--- src/rtl/gpio_bank_pkg.sv ---
package gpio_bank_pkg;
  localparam int PINS_PER_FWORD = 10;
  localparam int FCODE_W        = 3;
  localparam int PULL_W         = 2;

  localparam int FSEL_BASE  = 'h00;
  localparam int SET_BASE   = 'h1C;
  localparam int CLR_BASE   = 'h28;
  localparam int LEV_BASE   = 'h34;
  localparam int PULL_OFS   = 'h94;
  localparam int PSTB_BASE  = 'h98;

  localparam logic [FCODE_W-1:0] FCODE_IN  = 3'd0;
  localparam logic [FCODE_W-1:0] FCODE_OUT = 3'd1;

  localparam logic [PULL_W-1:0] PULL_NONE = 2'd0;
  localparam logic [PULL_W-1:0] PULL_DOWN = 2'd1;
  localparam logic [PULL_W-1:0] PULL_UP   = 2'd2;
endpackage

--- src/rtl/gpio_bank_decode.sv ---
module gpio_bank_decode
  import gpio_bank_pkg::*;
#(
  parameter int AW         = 8,
  parameter int FSEL_WORDS = 6,
  parameter int BIT_WORDS  = 2
) (
  input  logic                  bus_sel,
  input  logic                  bus_wr,
  input  logic [AW-1:0]         bus_addr,
  output logic [FSEL_WORDS-1:0] fsel_we,
  output logic [BIT_WORDS-1:0]  set_we,
  output logic [BIT_WORDS-1:0]  clr_we,
  output logic [BIT_WORDS-1:0]  pstb_we,
  output logic                  pull_we
);
  logic wr_en;
  assign wr_en = bus_sel & bus_wr;

  for (genvar w = 0; w < FSEL_WORDS; w++) begin : g_fsel
    assign fsel_we[w] = wr_en && (int'(bus_addr) == FSEL_BASE + 4*w);
  end

  for (genvar w = 0; w < BIT_WORDS; w++) begin : g_bits
    assign set_we[w]  = wr_en && (int'(bus_addr) == SET_BASE  + 4*w);
    assign clr_we[w]  = wr_en && (int'(bus_addr) == CLR_BASE  + 4*w);
    assign pstb_we[w] = wr_en && (int'(bus_addr) == PSTB_BASE + 4*w);
  end

  assign pull_we = wr_en && (int'(bus_addr) == PULL_OFS);
endmodule

--- src/rtl/gpio_bank_sync.sv ---
module gpio_bank_sync #(
  parameter int W = 54
) (
  input  logic         clk,
  input  logic         rst_n,
  input  logic [W-1:0] din,
  output logic [W-1:0] dout
);
  logic [W-1:0] stage1_q, stage2_q;

  always_ff @(posedge clk or negedge rst_n) begin
    if (!rst_n) begin
      stage1_q <= '0;
      stage2_q <= '0;
    end else begin
      stage1_q <= din;
      stage2_q <= stage1_q;
    end
  end

  assign dout = stage2_q;
endmodule

--- src/rtl/gpio_pin_slice.sv ---
module gpio_pin_slice
  import gpio_bank_pkg::*;
(
  input  logic               clk,
  input  logic               rst_n,
  input  logic               fsel_we,
  input  logic [FCODE_W-1:0] fsel_code,
  input  logic               set_hit,
  input  logic               clr_hit,
  input  logic               pstb_hit,
  input  logic [PULL_W-1:0]  pull_ctrl,
  output logic [FCODE_W-1:0] func,
  output logic               out_val,
  output logic               oe,
  output logic [PULL_W-1:0]  pull
);
  logic [FCODE_W-1:0] func_q, func_d;
  logic               out_q, out_d;
  logic [PULL_W-1:0]  pull_q, pull_d;

  always_comb begin
    func_d = func_q;
    out_d  = out_q;
    pull_d = pull_q;
    if (fsel_we)  func_d = fsel_code;
    if (set_hit)      out_d = 1'b1;
    else if (clr_hit) out_d = 1'b0;
    if (pstb_hit) pull_d = pull_ctrl;
  end

  always_ff @(posedge clk or negedge rst_n) begin
    if (!rst_n) begin
      func_q <= FCODE_IN;
      out_q  <= 1'b0;
      pull_q <= PULL_NONE;
    end else begin
      func_q <= func_d;
      out_q  <= out_d;
      pull_q <= pull_d;
    end
  end

  assign func    = func_q;
  assign out_val = out_q;
  assign oe      = (func_q == FCODE_OUT);
  assign pull    = pull_q;


  set_drives_high_chk: assert property (@(posedge clk) disable iff (!rst_n)
    set_hit |=> out_val);


  clr_drives_low_chk: assert property (@(posedge clk) disable iff (!rst_n)
    (clr_hit && !set_hit) |=> !out_val);


  out_hold_chk: assert property (@(posedge clk) disable iff (!rst_n)
    (!set_hit && !clr_hit) |=> $stable(out_val));


  pull_capture_chk: assert property (@(posedge clk) disable iff (!rst_n)
    pstb_hit |=> (pull == $past(pull_ctrl)));


  pull_hold_chk: assert property (@(posedge clk) disable iff (!rst_n)
    !pstb_hit |=> $stable(pull));


  oe_needs_fsel_chk: assert property (@(posedge clk) disable iff (!rst_n)
    $rose(oe) |-> $past(fsel_we));
endmodule

--- src/rtl/gpio_bank_regs.sv ---
module gpio_bank_regs
  import gpio_bank_pkg::*;
#(
  parameter int NUM_PINS = 54,
  parameter int AW       = 8,
  parameter int DW       = 32
) (
  input  logic                        clk,
  input  logic                        rst_n,
  input  logic                        bus_sel,
  input  logic                        bus_wr,
  input  logic [AW-1:0]               bus_addr,
  input  logic [DW-1:0]               bus_wdata,
  output logic [DW-1:0]               bus_rdata,
  input  logic [NUM_PINS-1:0]         pin_in,
  output logic [NUM_PINS-1:0]         pin_out,
  output logic [NUM_PINS-1:0]         pin_oe,
  output logic [PULL_W*NUM_PINS-1:0]  pin_pull,
  output logic [FCODE_W*NUM_PINS-1:0] pin_func
);
  localparam int FSEL_WORDS = (NUM_PINS + PINS_PER_FWORD - 1) / PINS_PER_FWORD;
  localparam int BIT_WORDS  = (NUM_PINS + DW - 1) / DW;

  logic [FSEL_WORDS-1:0] fsel_we;
  logic [BIT_WORDS-1:0]  set_we, clr_we, pstb_we;
  logic                  pull_we;
  logic [PULL_W-1:0]     pull_ctrl_q, pull_ctrl_d;
  logic [NUM_PINS-1:0]   lev_sync;
  logic [FCODE_W-1:0]    func_all [NUM_PINS];
  logic [DW-1:0]         fsel_rd  [FSEL_WORDS];
  logic [DW-1:0]         lev_rd   [BIT_WORDS];
  logic                  rd_en;

  gpio_bank_decode #(
    .AW(AW), .FSEL_WORDS(FSEL_WORDS), .BIT_WORDS(BIT_WORDS)
  ) u_decode (
    .bus_sel (bus_sel),
    .bus_wr  (bus_wr),
    .bus_addr(bus_addr),
    .fsel_we (fsel_we),
    .set_we  (set_we),
    .clr_we  (clr_we),
    .pstb_we (pstb_we),
    .pull_we (pull_we)
  );

  gpio_bank_sync #(.W(NUM_PINS)) u_sync (
    .clk  (clk),
    .rst_n(rst_n),
    .din  (pin_in),
    .dout (lev_sync)
  );

  // shared pull mode word
  always_comb begin
    pull_ctrl_d = pull_ctrl_q;
    if (pull_we) pull_ctrl_d = bus_wdata[PULL_W-1:0];
  end

  always_ff @(posedge clk or negedge rst_n) begin
    if (!rst_n) pull_ctrl_q <= PULL_NONE;
    else        pull_ctrl_q <= pull_ctrl_d;
  end

  for (genvar n = 0; n < NUM_PINS; n++) begin : g_pin
    localparam int FW = n / PINS_PER_FWORD;
    localparam int FB = FCODE_W * (n % PINS_PER_FWORD);
    localparam int BW = n / DW;
    localparam int BB = n % DW;

    gpio_pin_slice u_slice (
      .clk      (clk),
      .rst_n    (rst_n),
      .fsel_we  (fsel_we[FW]),
      .fsel_code(bus_wdata[FB +: FCODE_W]),
      .set_hit  (set_we[BW] & bus_wdata[BB]),
      .clr_hit  (clr_we[BW] & bus_wdata[BB]),
      .pstb_hit (pstb_we[BW] & bus_wdata[BB]),
      .pull_ctrl(pull_ctrl_q),
      .func     (func_all[n]),
      .out_val  (pin_out[n]),
      .oe       (pin_oe[n]),
      .pull     (pin_pull[PULL_W*n +: PULL_W])
    );

    assign pin_func[FCODE_W*n +: FCODE_W] = func_all[n];
  end

  // read words assembled from pin state
  always_comb begin
    for (int w = 0; w < FSEL_WORDS; w++) begin
      fsel_rd[w] = '0;
      for (int k = 0; k < PINS_PER_FWORD; k++) begin
        if (w*PINS_PER_FWORD + k < NUM_PINS)
          fsel_rd[w][FCODE_W*k +: FCODE_W] = func_all[w*PINS_PER_FWORD + k];
      end
    end
    for (int w = 0; w < BIT_WORDS; w++) begin
      lev_rd[w] = '0;
      for (int b = 0; b < DW; b++) begin
        if (w*DW + b < NUM_PINS) lev_rd[w][b] = lev_sync[w*DW + b];
      end
    end
  end

  assign rd_en = bus_sel & ~bus_wr;

  always_comb begin
    bus_rdata = '0;
    if (rd_en) begin
      for (int w = 0; w < FSEL_WORDS; w++)
        if (int'(bus_addr) == FSEL_BASE + 4*w) bus_rdata = fsel_rd[w];
      for (int w = 0; w < BIT_WORDS; w++)
        if (int'(bus_addr) == LEV_BASE + 4*w) bus_rdata = lev_rd[w];
      if (int'(bus_addr) == PULL_OFS)
        bus_rdata = {{(DW-PULL_W){1'b0}}, pull_ctrl_q};
    end
  end


  strobe_reads_zero_chk: assert property (@(posedge clk) disable iff (!rst_n)
    (rd_en && (int'(bus_addr) == SET_BASE || int'(bus_addr) == CLR_BASE ||
               int'(bus_addr) == PSTB_BASE)) |-> (bus_rdata == '0));


  pull_word_chk: assert property (@(posedge clk) disable iff (!rst_n)
    pull_we |=> (pull_ctrl_q == $past(bus_wdata[PULL_W-1:0])));
endmodule

--- config.mk ---
export PLATFORM = sky130hd
export DESIGN_NAME = gpio_bank_regs
export DESIGN_NICKNAME = d
export VERILOG_FILES = /design/src/rtl/gpio_bank_pkg.sv /design/src/rtl/gpio_bank_decode.sv /design/src/rtl/gpio_bank_sync.sv /design/src/rtl/gpio_pin_slice.sv /design/src/rtl/gpio_bank_regs.sv
export SDC_FILE = /design/constraint.sdc
export NUM_CORES = 1
export LEC_CHECK = 0
export ABC_AREA = 1
export BUFFER_PORTS_ARGS = -buffer_cell sky130_fd_sc_hd__buf_4
export CORE_ASPECT_RATIO = 0.6
export CORE_MARGIN = 2
export CORE_UTILIZATION = 46
export CTS_CLUSTER_DIAMETER = 80
export DETAILED_ROUTE_END_ITERATION = 16
export PLACE_DENSITY_LB_ADDON = 0.08
export SETUP_SLACK_MARGIN = 0.4
export SYNTH_ARGS = -nofsm -noshare
export SYNTH_HDL_FRONTEND = slang
export SYNTH_HIERARCHICAL = 1
export SYNTH_SLANG_ARGS = --single-unit
--- constraint.sdc ---
create_clock -name clk -period 2 [get_ports clk]
set_input_delay 0.1 -clock clk [delete_from_list [all_inputs] [get_ports clk]]
set_output_delay 0.1 -clock clk [all_outputs]
set_load 0.01 [all_outputs]
Yosys cells after proc, flatten, opt, wreduce, memory -nomap -nowiden
Cells that the tools add are included. W data, S select, Z words.

Register bits after elaboration: 434. Latch bits: 0. Bits in writable memories: 0. ROM bits: 0. Output and inout port bits: 410. Logic and storage cells: 584. Memories kept: 0.

$add $sub $neg: 0. $mul: 0. Div/mod/pow operators: 0. Magnitude comparators: 0. Equality and inequality tests: 68. Shifts and indexed selects: 0. Muxes and demuxes: 118. Bitwise operators: 165. Reduce and logical (&&, ||, !) cells: 68.

Operator list (number): $mux W32 (9); $and A1 B1 Y1 (164); $eq A3 B1 Y1 const B (54); $mux W1 (108); $reduce_bool A2 Y1 (54); $eq A8 B7 Y1 const B (5); $mux W30 (1); $eq A8 B6 Y1 const B (3); $eq A8 B8 Y1 const B (3); $eq A8 B5 Y1 const B (2); $logic_and A1 B1 Y1 (13); $eq A8 B4 Y1 const B (1); $logic_not A8 Y1 (1); $not A1 Y1 (1).

Longest topological paths before layout
Depth in word-level cells: 11. Mapped depth: 12. Gate-level depth less buffers: 11.

Modules after synthesis
The synthesis kept the hierarchy.

By module, submodules not included: gpio_pin_slice (instances 54, cells an instance 30, area an instance 240.2 µm²); gpio_bank_regs (instances 1, cells an instance 807, area an instance 3457.1 µm²); gpio_bank_sync (instances 1, cells an instance 108, area an instance 2702.6 µm²); gpio_bank_decode (instances 1, cells an instance 40, area an instance 165.2 µm²).

Worst setup path after synthesis
No wires, ideal clock.

Kind: input -> register. From: in bus_addr[7]. To: reg g_pin[30].u_slice.func_q[1]. Setup time: 0.120 ns. Arrival: 2.079 ns. Data required time: 1.880 ns. Setup slack: -0.199 ns. Stages: 6. Path buffers: 0. Cell sequence: nor2_1 > nand2_1 > nor2_1 > inv_2 > nand2_1 > nand2_1.

Word-level cells in the longest chain between the ends: 2.

Ends and longest elaborated chain: from (decl) (RTL line gpio_bank_regs.sv:12) `input logic [AW-1:0] bus_addr,`; $eq A8 B5 Y1 (RTL line gpio_bank_decode.sv:21) `assign fsel_we[w] = wr_en && (int'(bus_addr) == FSEL_BASE + 4*w);`; $logic_and A1 B1 Y1 (RTL line gpio_bank_decode.sv:21); via fsel_we[3] (RTL line gpio_bank_regs.sv:24) `logic [FSEL_WORDS-1:0] fsel_we;`; to (signal assigned) (RTL line gpio_pin_slice.sv:37) `func_q <= func_d;`; to (decl) (RTL line gpio_pin_slice.sv:17) `logic [FCODE_W-1:0] func_q, func_d;`.

The timed path passes the listed nets, and every way through them passes these cells. A chain may end at the register's enable or synchronous reset.

Final worst setup path
From: reg g_pin[42].u_slice.func_q[0]. To: out bus_rdata[6].

Word-level cells in the longest chain between the ends: 6.

Ends and longest elaborated chain: from (decl) (RTL line gpio_pin_slice.sv:17); from (signal assigned) (RTL line gpio_pin_slice.sv:37); $mux W32 (2 in a row) (RTL line gpio_bank_regs.sv:112) `if (int'(bus_addr) == FSEL_BASE + 4*w) bus_rdata = fsel_rd[w];`; $mux W32 (2 in a row) (RTL line gpio_bank_regs.sv:114) `if (int'(bus_addr) == LEV_BASE + 4*w) bus_rdata = lev_rd[w];`; $mux W32 (RTL line gpio_bank_regs.sv:115) `if (int'(bus_addr) == PULL_OFS)`; $mux W32 (RTL line gpio_bank_regs.sv:110) `if (rd_en) begin`; to (decl) (RTL line gpio_bank_regs.sv:14) `output logic [DW-1:0] bus_rdata,`.

No other way between the ends.

==> flow_summary.yaml <==
setup_path:
  r2r_start: "pull_ctrl_q[0]"
  timing.rr.end: "g_pin[12].u_slice/pull[0]"
  worstRegToRegCells: 3
  reg2reg_slack_ps: 720
  cp.required_ps: 1900
  critPathMaxFanout: 2
  crit_type: "reg2out"
  cp-start-kind: "register"
  crit_path_end_kind: "output port"
  arrival_ps: 1730
clocking:
  cts_tree: "yes"
  clkTransAtPathRegs_ps: 60
  cts_sinks: 434
  clk_latency_ps: 550
  htreeDepth: 2
  clock_path_buffers: 3
  clock-root-buffer: "clkbuf_16"
  cts-buffers-inserted: 42
logic_synthesis:
  yosysUniqueCellTypes: 24
  ys_top_cells_by_area: "dfrtp_1 56%, nand2_1 26%, inv_1 8.5%"
  synth_area_um2: 19300
  yosys.area.top_type: "dfrtp_1"
  synth_warnings: 6
  synth.avg_cell_area_um2: 7.49
  yosysTopAreaCellShare_pct: 56.3
  syn_inst: 2575
  syn-num-nets: 2673
  seq_area_frac_synth_pct: 56.3
  ys_seq_elements: 434
routing:
  antenna_left: 0
  first_iter_violations: 1493
  first_pass_iters: 6
  drc: 0
  via_per_inst: 4.82
  routed_wl_mm: 68.7
  num_vias: 19000
  wl_per_cell_um: 17.4
die:
  core_um2: 41700
  die_w_um: 268
  ios: 508
  dieArea_um2: 43700
  rows: 58
  fp.dieH_um: 163
  start_util_pct: 46.3
timing:
  finalSetupViolCount: 0
  period_needed_ps: 1830
  fmax_mhz: 547
  rsz0062_at_grt: "true"
  tns_ps: 0
  tightestPinTransition_ps: 728
  finalHoldViolCount: 0
  min_period_over_period_pct: 91.4
  fin_ws_ps: 172
  maxSlewViolCount: 0
  fin_skew_ps: 9.36
  slew_headroom_pct: 51.5
global_route:
  track_usage_pct: 30.9
  grt_pass1_wl_mm: 103
  antenna_found_initial: 1
  grt_max_degree: 70
  grt_pass1_vias: 18100
  overflow: 0
worst_hold_path:
  hold_class: "in2async"
place:
  io_buffers: 507
  gp_congestion: 0.901
  dp_slack_ps: 220
  dp_hpwl_mm: 47.2
final_layout:
  area_growth_pct: 46.8
  drive_above_1_share_pct: 28.7
  nets: 3438
power_and_ir_drop:
  peakVddDrop_mv: 0.571
  p_leak_nw: 16.5
  powerDensity_nw_per_um2: 677
status:
  status: "completed"
run:
  maxCapViolCount: 0
## synth_stat cells
| cell | n |
|---|---|
| nor2_1 | 97 |
| o2111ai_1 | 10 |
| buf_2 | 21 |
| nor3_4 | 1 |
| clkbuf_1 | 20 |
| clkbuf_2 | 1 |
| dfrtp_1 | 434 |
| mux2_2 | 1 |
| buf_6 | 3 |
| inv_1 | 437 |
| nor3_1 | 1 |
| nand2_1 | 1337 |
| nor2_2 | 3 |
| inv_2 | 55 |
| buf_4 | 1 |
| nor3_2 | 1 |
| nand2_2 | 5 |
| a21oi_1 | 28 |
| o21ai_0 | 21 |
| nand3_2 | 1 |
| nand3_1 | 65 |
| o22ai_1 | 18 |
| nor2_4 | 4 |
| nand4_1 | 10 |
## how the worst max path moves through the flow
stage | slack, ps | endpoint | startpoint | cells after the start
floorplan | 310 | g_pin[20].u_slice/func[1] | bus_addr[7] | 6
global placement | 270 | bus_rdata[5] | bus_addr[3] | 13
detailed placement | 220 | bus_rdata[5] | bus_addr[3] | 13
CTS | 90 | bus_rdata[6] | g_pin[42].u_slice/func[0] | 5
global route | 110 | bus_rdata[6] | g_pin[42].u_slice/func[0] | 5
finish | 170 | bus_rdata[6] | g_pin[42].u_slice/func[0] | 5
## power by group
group | switching (mW) | internal, mW
clock network | 3.43 | 4.96
registers | 0.174 | 9.04
logic | 0.897 | 0.691
total | 4.50 | 14.7
## metrics by stage
step	instances	utilization [%]	area [um2]	hold WS [ps]	total power, mW
after floorplan	2575	-	19300	-196	9.66
after global placement	3659	58.3	24300	15.8	10.6
after detailed placement	3659	58.3	24300	7.65	10.7
after CTS	3927	66.9	27900	19.1	19.3
after global routing	3940	68.0	28300	53.2	19.9
final	3940	68.0	28300	44.6	19.2
## sequential cells by signal, summed over array words and instances, names as in the netlist
register	flops
pull_ctrl_q	2
g_pin.u_slice/out_val	54
u_sync/dout	54
g_pin.u_slice/func	162
g_pin.u_slice/pull	108
u_sync/stage1_q	54
## cell usage in the layout (no fill, tap or decap), types with 3 or more instances in the layout
master and n:
dfrtp_2 37, nand2_1 1312, o21ai_0 19, buf_4 625, inv_6 3, o2111ai_2 7
nor2_2 8, inv_2 58, buf_6 21, bufinv_16 6, nor2_1 81, buf_12 24
dlygate4sd3_1 87, nand3_1 38, buf_8 8, nor2_4 15, nand4_1 10, a21oi_2 20
dfrtp_1 397, clkbuf_1 13, nand3_2 26, a21oi_1 8, nand2_2 23, nand2_4 7
o22ai_2 14, clkbuf_8 6, clkbuf_16 43, inv_1 432
## routing by layer
metal	vias up	track usage [%]	part of all wire, %
met4	0	11.7	4.1
li1	9054	-	-
met3	164	6.06	7.5
met1	9031	40.4	41
met5	-	0	0
met2	739	51.1	47
## layout make-up
class	count	area, um2
clock buffer	62	1210
tap	570	713
inverter	492	1860
multi-input combinational	1603	6980
sequential	434	10900
clock inverter	11	215
antenna	1	2.50
fill	3327	13300
timing repair buffer	767	6450
## critical path, stage by stage (launching register included)
cell	delay [ps]
dfrtp_1	410
o2111ai_2	220
nand4_1	170
a21oi_2	180
nor2_1	60
buf_4	140
## timing repair
action,4_1_cts,5_1_grt
pin swaps,45,78
setup endpoints to repair,32,39
buffers inserted,106,12
gates cloned,2,0
resized for setup,114,87
hold endpoints to repair,712,0
hold buffers,87,0
## logic make-up (layout without fill, tap and decap cells)
family                 after synthesis  after routing  synth area share, %
and+or+nand+nor                   1525           1525                 30.6
buffers and inverters              538           1332                 10.7
DFF                                434            434                 56.3
AOI/OAI and AO/OA                   77             77                 2.31
muxes                                1              1               0.0584
other                                0              1                    0
No activity file was read; power rests on OpenSTA's default activity.
